## src/rtl/pdo_pkg.sv

```systemverilog
`timescale 1ns/1ps
package pdo_pkg;

    // Decoded command for one cycle; stop outranks start.
    typedef enum logic [1:0] {
        CMD_NONE  = 2'd0,
        CMD_START = 2'd1,
        CMD_STOP  = 2'd2
    } pdo_cmd_e;

endpackage

```

## src/rtl/pdo_cmd_decode.sv

```systemverilog
`timescale 1ns/1ps
module pdo_cmd_decode
    import pdo_pkg::*;
#(
    parameter int unsigned CMD_W     = 32,
    parameter int unsigned START_BIT = 28,
    parameter int unsigned STOP_BIT  = 27
) (
    input  logic             we_i,
    input  logic [CMD_W-1:0] word_i,
    output pdo_cmd_e         cmd_o
);

    // Bits outside the two command flags are deliberately not decoded.
    logic unused_word;
    assign unused_word = ^word_i;

    always_comb begin
        cmd_o = CMD_NONE;
        if (we_i) begin
            if (word_i[STOP_BIT]) begin
                cmd_o = CMD_STOP;
            end else if (word_i[START_BIT]) begin
                cmd_o = CMD_START;
            end
        end
    end

endmodule

```

## src/rtl/pdo_time_cmp.sv

```systemverilog
`timescale 1ns/1ps
module pdo_time_cmp #(
    parameter int unsigned W      = 64,
    parameter bit          STRICT = 1'b0
) (
    input  logic [W-1:0] a_i,
    input  logic [W-1:0] b_i,
    output logic         hit_o
);

    generate
        if (STRICT) begin : g_gt
            assign hit_o = (a_i > b_i);
        end else begin : g_ge
            assign hit_o = (a_i >= b_i);
        end
    endgenerate

endmodule

```

## src/rtl/pdo_edge_sched.sv

```systemverilog
`timescale 1ns/1ps
module pdo_edge_sched
    import pdo_pkg::*;
#(
    parameter int unsigned TIME_W = 64,
    parameter int unsigned HALF_W = 32
) (
    input  logic              clk_i,
    input  logic              rst_ni,
    input  pdo_cmd_e          cmd_i,
    input  logic              start_ok_i,
    input  logic [TIME_W-1:0] start_time_i,
    input  logic [HALF_W-1:0] half_i,
    input  logic              edge_due_i,
    output logic [TIME_W-1:0] next_edge_o,
    output logic              pin_o
);

    typedef struct packed {
        logic              armed;
        logic              pin;
        logic [TIME_W-1:0] next_edge;
        logic [HALF_W-1:0] half;
    } sched_t;

    sched_t st_d, st_q;

    always_comb begin
        st_d = st_q;
        if (cmd_i == CMD_STOP) begin
            st_d.armed = 1'b0;
        end else if (cmd_i == CMD_START && start_ok_i) begin
            st_d.armed     = 1'b1;
            st_d.next_edge = start_time_i;
            st_d.half      = half_i;
        end else if (st_q.armed && edge_due_i) begin
            st_d.pin       = ~st_q.pin;
            st_d.next_edge = st_q.next_edge + TIME_W'(st_q.half);
        end
    end

    always_ff @(posedge clk_i or negedge rst_ni) begin
        if (!rst_ni) begin
            st_q <= '0;
        end else begin
            st_q <= st_d;
        end
    end

    assign next_edge_o = st_q.next_edge;
    assign pin_o       = st_q.pin;

    // a disarmed schedule never moves the pin
    p_idle_pin_stable_r1: assert property (@(posedge clk_i) disable iff (!rst_ni)
        !st_q.armed |=> $stable(st_q.pin));

    // stop disarms and freezes the pin even if an edge was due
    p_stop_freezes_r6: assert property (@(posedge clk_i) disable iff (!rst_ni)
        (cmd_i == CMD_STOP) |=> (!st_q.armed && $stable(st_q.pin)));

    // accepted start loads the first-edge time without moving the pin
    p_accept_loads_r2: assert property (@(posedge clk_i) disable iff (!rst_ni)
        (cmd_i == CMD_START && start_ok_i)
        |=> (st_q.armed && st_q.next_edge == $past(start_time_i) && $stable(st_q.pin)));

    // a rejected start leaves a disarmed schedule disarmed
    p_reject_keeps_r3: assert property (@(posedge clk_i) disable iff (!rst_ni)
        (cmd_i == CMD_START && !start_ok_i && !st_q.armed)
        |=> (!st_q.armed && $stable(st_q.pin)));

    // an armed schedule never holds a zero half-period
    p_half_nonzero_r3: assert property (@(posedge clk_i) disable iff (!rst_ni)
        st_q.armed |-> (st_q.half != '0));

    // a due edge inverts the pin and advances by one half-period
    p_edge_advance_r5: assert property (@(posedge clk_i) disable iff (!rst_ni)
        (cmd_i == CMD_NONE && st_q.armed && edge_due_i)
        |=> (st_q.pin != $past(st_q.pin)
             && st_q.next_edge == $past(st_q.next_edge) + TIME_W'($past(st_q.half))));

endmodule

```

## src/rtl/pdo_periodic_out.sv

```systemverilog
`timescale 1ns/1ps
module pdo_periodic_out
    import pdo_pkg::*;
#(
    parameter int unsigned TIME_W    = 64,
    parameter int unsigned HALF_W    = 32,
    parameter int unsigned CMD_W     = 32,
    parameter int unsigned START_BIT = 28,
    parameter int unsigned STOP_BIT  = 27
) (
    input  logic              clk_i,
    input  logic              rst_ni,
    input  logic [TIME_W-1:0] ptp_time_i,
    input  logic [TIME_W-1:0] start_time_i,
    input  logic [HALF_W-1:0] half_period_i,
    input  logic              cmd_we_i,
    input  logic [CMD_W-1:0]  cmd_word_i,
    output logic              pin_o
);

    pdo_cmd_e          cmd;
    logic              start_future;
    logic              start_ok;
    logic              edge_due;
    logic [TIME_W-1:0] next_edge;

    pdo_cmd_decode #(
        .CMD_W     (CMD_W),
        .START_BIT (START_BIT),
        .STOP_BIT  (STOP_BIT)
    ) u_dec (
        .we_i   (cmd_we_i),
        .word_i (cmd_word_i),
        .cmd_o  (cmd)
    );

    // First edge must lie strictly after the current time.
    pdo_time_cmp #(.W(TIME_W), .STRICT(1'b1)) u_future (
        .a_i   (start_time_i),
        .b_i   (ptp_time_i),
        .hit_o (start_future)
    );

    // An edge is due once time has reached or passed it.
    pdo_time_cmp #(.W(TIME_W), .STRICT(1'b0)) u_due (
        .a_i   (ptp_time_i),
        .b_i   (next_edge),
        .hit_o (edge_due)
    );

    assign start_ok = start_future && (half_period_i != '0);

    pdo_edge_sched #(
        .TIME_W (TIME_W),
        .HALF_W (HALF_W)
    ) u_sched (
        .clk_i        (clk_i),
        .rst_ni       (rst_ni),
        .cmd_i        (cmd),
        .start_ok_i   (start_ok),
        .start_time_i (start_time_i),
        .half_i       (half_period_i),
        .edge_due_i   (edge_due),
        .next_edge_o  (next_edge),
        .pin_o        (pin_o)
    );

endmodule

```

## config.mk

```make
export PLATFORM = sky130hd
export DESIGN_NAME = pdo_periodic_out
export DESIGN_NICKNAME = d
export VERILOG_FILES = /design/src/rtl/pdo_pkg.sv /design/src/rtl/pdo_cmd_decode.sv /design/src/rtl/pdo_time_cmp.sv /design/src/rtl/pdo_edge_sched.sv /design/src/rtl/pdo_periodic_out.sv
export SDC_FILE = /design/constraint.sdc
export NUM_CORES = 1
export LEC_CHECK = 0
export BUFFER_PORTS_ARGS = -buffer_cell sky130_fd_sc_hd__buf_2
export CORE_AREA = 2 2 160 162
export CTS_BUF_LIST = sky130_fd_sc_hd__clkbuf_2
export CTS_CLUSTER_DIAMETER = 50
export DETAILED_ROUTE_END_ITERATION = 7
export DIE_AREA = 0 0 162 164
export HOLD_SLACK_MARGIN = 0.15
export PLACE_DENSITY = 0.57
export SYNTH_ARGS = -nofsm -noshare
export SYNTH_HDL_FRONTEND = slang
export SYNTH_SLANG_ARGS = --single-unit
```

## constraint.sdc

```tcl
create_clock -name clk_i -period 4.26 [get_ports clk_i]
set_input_delay 0.426 -clock clk_i [delete_from_list [all_inputs] [get_ports clk_i]]
set_output_delay 0.426 -clock clk_i [all_outputs]
set_load 0.02 [all_outputs]
```

# Yosys cells after proc, flatten, opt, wreduce, memory -nomap -nowiden
# Cells that the tools add are included.
# W data, S select, Z words.
dict set report word_totals {
  ff_bits 98
}
dict set report classes {
  n_addsub 1
  n_lt_le_gt_ge 2
  eq_ne 2
  n_mux 7
  bitwise 3
  n_reduce_logical 9
}
# op count
set ops {}
lappend ops {{$mux W64} 2}
lappend ops {{$add A64 B32 Y64} 1}
lappend ops {{$ge A64 B64 Y1} 1}
lappend ops {{$gt A64 B64 Y1} 1}
lappend ops {{$reduce_bool A32 Y1} 1}
lappend ops {{$mux W2} 2}
lappend ops {{$reduce_and A2 Y1} 2}
lappend ops {{$reduce_bool A2 Y1} 2}
lappend ops {{$logic_and A1 B1 Y1} 3}
lappend ops {{$mux W1} 3}
lappend ops {{$not A1 Y1} 3}
lappend ops {{$reduce_and A3 Y1} 1}
lappend ops {{$eq A2 B1 Y1 const B} 1}
lappend ops {{$eq A2 B2 Y1 const B} 1}

# Depth between registers and ports, before layout
dict set report logic_depth {
  word_depth 7
  ltp_mapped 14
  ltp_nobuf 12
}

# By module
# Synthesis repeated with hierarchy kept, for this count alone.
dict set report hier_totals {
  hier_cells 1336
  area_unflattened_um2 10286.1
}
# mod instances cells_per_inst area_per_inst_um2 seq_area_each_um2
set modules_own_cells {}
lappend modules_own_cells {pdo_edge_sched 1 864 6981.7 2452.4}
lappend modules_own_cells {{pdo_time_cmp at u_future} 1 231 1630.3 0.0}
lappend modules_own_cells {{pdo_time_cmp at u_due} 1 228 1581.5 0.0}
lappend modules_own_cells {pdo_periodic_out 1 11 76.3 0.0}
lappend modules_own_cells {pdo_cmd_decode 1 2 16.3 0.0}

# Worst setup path before layout
# Ideal clock, no wire load.
dict set report synth_path {
  kind {flip-flop to flip-flop}
  from {register u_sched.st_q, in the netlist u_sched.next_edge_o[34]}
  to {register u_sched.st_q, in the netlist u_sched.next_edge_o[47]}
  setup_ps 125
  arrival_time_ps 2968
  t_required_ps 4135
  slack_ps 1167
  stages_incl_launch_ff 14
  path_buffers 2
  period_less_slack_ps 3093
  cell_sequence {dfrtp_1 -> clkbuf_1 -> inv_1 -> ha_1 -> nand4_1 -> or4_1 -> nand3b_1 -> a41oi_1 -> o2111ai_1 -> a21oi_4 -> buf_6 -> o2111ai_1 -> xnor2_1 -> mux2_2}
}
dict set report synth_via {
  elab_chain_len 4
}
# item line
set synth_lines {}
lappend synth_lines {{start, declared} pdo_edge_sched.sv:26} ;# sched_t st_d, st_q;
lappend synth_lines {{start signal, assigned} pdo_edge_sched.sv:46} ;# st_q <= st_d;
lappend synth_lines {{$ge A64 B64 Y1} pdo_time_cmp.sv:15} ;# assign hit_o = (a_i >= b_i);
lappend synth_lines {{$logic_and A1 B1 Y1} pdo_edge_sched.sv:36} ;# end else if (st_q.armed && edge_due_i) begin
lappend synth_lines {{$reduce_bool A2 Y1 (no line)} --}
lappend synth_lines {{$reduce_and A2 Y1 (no line)} --}
# Several ways; a longest one is shown, not always the timed one. The select of a mux whose other input is x is not followed.
# A chain may end at the register's enable or synchronous reset.

# Worst setup path after layout
dict set report layout_path {
  from {register u_sched.st_q, in the netlist u_sched.next_edge_o[39]}
  to {register u_sched.st_q, in the netlist u_sched.next_edge_o[17]}
}
dict set report layout_via {
  elab_chain_len 4
}
# item line
set layout_lines {}
lappend layout_lines {{$ge A64 B64 Y1} pdo_time_cmp.sv:15}
lappend layout_lines {{$logic_and A1 B1 Y1} pdo_edge_sched.sv:36}
lappend layout_lines {{$reduce_bool A2 Y1 (no line)} --}
lappend layout_lines {{$reduce_and A2 Y1 (no line)} --}
# No other way between the ends.

==> metrics.yaml <==
status:
  outcome: "completed"
sta:
  post-route-min-period_ns: 3.787
  worst_slew_pin_slew_ns: 1.089
  rsz0062_at_grt: "false"
  relSlewSlack_pct: 27.42
  fmax_mhz: 264.0
  hold_slack_ns: 0.2049
  hold_viol_final: 0
  skew_ns: 0.05321
  min_period_over_period_pct: 88.90
  setup_viol: 0
  slew_violations: 0
  tns_ns: 0
routing:
  routed_via_density: 5.316
  vias: 9393
  drt_first_pass_iters: 5
  wl_per_cell_um: 16.74
  drtIter0Drc: 693
  final_antenna_net_count: 0
  drc_errors: 0
  drt_wl_total_um: 29580
global_route:
  first_global_vias: 9080
  grt_max_degree: 78
  track_usage_pct: 22.56
  grt_pass1_wl_um: 47060
  antenna_found_initial: 2
  grt.overflow.total: 0
finish:
  post-route-util_pct: 48.79
  drive_above_1_share_pct: 17.49
  mostFrequentLayoutCell: "buf_2"
  area_growth_pct: 22.97
  mostFrequentLayoutCells: "buf_2, ha_1, inv_1"
  fin_nets: 1787
synthesis:
  syn_area_mm2: 0.009847
  synth_edf_count: 0
  synthesis.nets: 1541
  yosys.area.top_type_share_pct: 24.90
  synth_ff_type: "dfrtp_1"
  syn_avg_cell_area_um2: 8.310
  yosysWarnings: 0
  synth_cell_types: 65
  ys_ff_latch: 98
  ys_seq_area_share_pct: 24.90
  syn_inst: 1185
  ys_top_cells_by_area: "dfrtp_1, ha_1, inv_1, a21oi_1, mux2_2"
  synth_top_area_cell: "dfrtp_1"
  async_flop_share_pct: 100.0
critical_path:
  cp-end-kind: "flip-flop"
  reg2reg_from: "u_sched.next_edge_o[39]$_DFFE_PN0P_"
  crit_type: "reg2reg"
  cp.required_ns: 4.88
  worst-path-max-fanout: 25
  crit_start: "u_sched.next_edge_o[39]$_DFFE_PN0P_"
  critPathLaunchType: "flip-flop"
  worstPathArrival_ns: 4.41
die:
  start_util_pct: 39.68
  die_w_um: 162
  io_pins: 196
  core.rowCount: 58
  die_area_mm2: 0.02657
  core_mm2: 0.02482
  fp.dieH_um: 164
power:
  peakVddDrop_mv: 0.2143
  cellLeakagePower_nw: 5.799
  powerDensity_mw_per_mm2: 475.3
  fin_total_pwr_mw: 5.755
clock_network:
  clkLatencyLatePin_ns: 0.67
  cts_buffer_depth: 2
  clkTransAtPathRegs_ns: 0.32
  htree_levels: 3
  cts_tree: "yes"
  cts_setup_buffers: 0
  clock-sinks: 98
  cts-root-buf: "clkbuf_2"
  numCtsBuffers: 9
hold_path:
  hold_path_class: "in2reg"
  min_from: "cmd_we_i"
place:
  dp_hpwl_um: 23850
  gp_congestion: 0.8835
  portBuffers: 165
run:
  cap_violations: 0
metrics by stage:
step	cells	cell area [um2]	setup WS (ns)
floorplan	1185	9847	1.167
global placement	1653	11020	0.4486
detailed placement	1653	11020	0.3496
CTS	1765	12100	0.4394
global route	1766	12110	0.2470
finish	1767	12110	0.4728
worst paths after layout:
| kind | end | slack, ns | cells past startpoint |
|---|---|---|---|
| setup / recovery | u_sched.next_edge_o[17]$_DFFE_PN0P_ | 0.47 | 12 |
| hold / removal | u_sched.st_q[97]$_DFFE_PN0P_ | 0.20 | 4 |
| setup reg to reg | u_sched.next_edge_o[17]$_DFFE_PN0P_ | 0.47 | 12 |
| max in group asynchronous | u_sched.next_edge_o[35]$_DFFE_PN0P_ | 2.82 | 3 |
| min in group asynchronous | u_sched.next_edge_o[40]$_DFFE_PN0P_ | 0.36 | 2 |
| hold reg to reg | u_sched.pin_o$_DFFE_PN0P_ | 0.55 | 1 |
what timing repair did:
action                                  4_1_cts  5_1_grt
hold buffers                                 97        0
endpoints found under the hold margin       160        0
resized for setup                             0        0
endpoints found under the setup margin        0        0
layout make-up:
type                    instances  area, um2
diodes                          2      5.005
clock buffers                   9      45.04
clock inverters                 6      67.56
fillers                      2497      12710
inverters                     146      548.0
multi-input cells             902       6651
flip-flops and latches         98       2452
well taps                     330      412.9
repair buffers                274       1927
logic make-up (layout without fill, tap and decap cells):
group	Yosys count	count (layout)	synth area share [%]
xor+xnor	58	58	5.159
other cells	0	2	0
simple gates	331	331	16.94
flops	98	98	24.90
mux	53	53	5.972
fa+ha+maj	161	161	20.53
buf+inv	185	435	7.662
compound gates	299	299	18.83
cell usage after synthesis, types with 5 or more instances:
master	instances
a211oi_1	12
a21o_1	21
a21oi_1	107
a31oi_1	6
and2_1	5
and3_1	10
and4_1	8
buf_2	18
clkbuf_1	15
dfrtp_1	98
ha_1	160
inv_1	146
mux2_2	46
mux2i_1	7
nand2_1	109
nand2b_1	14
nand3_1	16
nand4_1	39
nor2_1	67
nor2b_1	12
nor3_1	13
nor4_1	17
o2111ai_1	12
o211ai_1	11
o21a_1	5
o21ai_0	81
xnor2_1	50
xor2_1	8
where the power goes:
part | internal [mW] | switching (mW) | total, mW
registers | 1.26 | 0.277 | 1.54
clock network | 0.134 | 0.373 | 0.507
logic | 1.57 | 2.14 | 3.71
total | 2.96 | 2.79 | 5.76
routing by layer:
layer	vias to the layer above	part of all wire (%)	global-route usage (%)
li1	4721	-	-
met4	0	2.1	6.436
met5	-	0	0
met2	268	45	36.96
met3	34	4.8	2.424
met1	4370	48	31.57
flip-flops by register name, summed over array words and instances (netlist names):
signal / count
u_sched.st_q: 33
u_sched.pin_o: 1
u_sched.next_edge_o: 64
critical path: stages, from the launching register on:
cell       delay [ns]
dfrtp_1          0.45
inv_1            0.09
ha_1             0.30
nand4_1          0.13
or4_1            0.60
nand3b_1         0.29
a41oi_1          0.33
o2111ai_1        0.23
a21oi_4          0.34
buf_4            0.34
buf_4            0.28
o21ai_0          0.10
mux2_2           0.26
No activity file was read; power rests on OpenSTA's default activity.
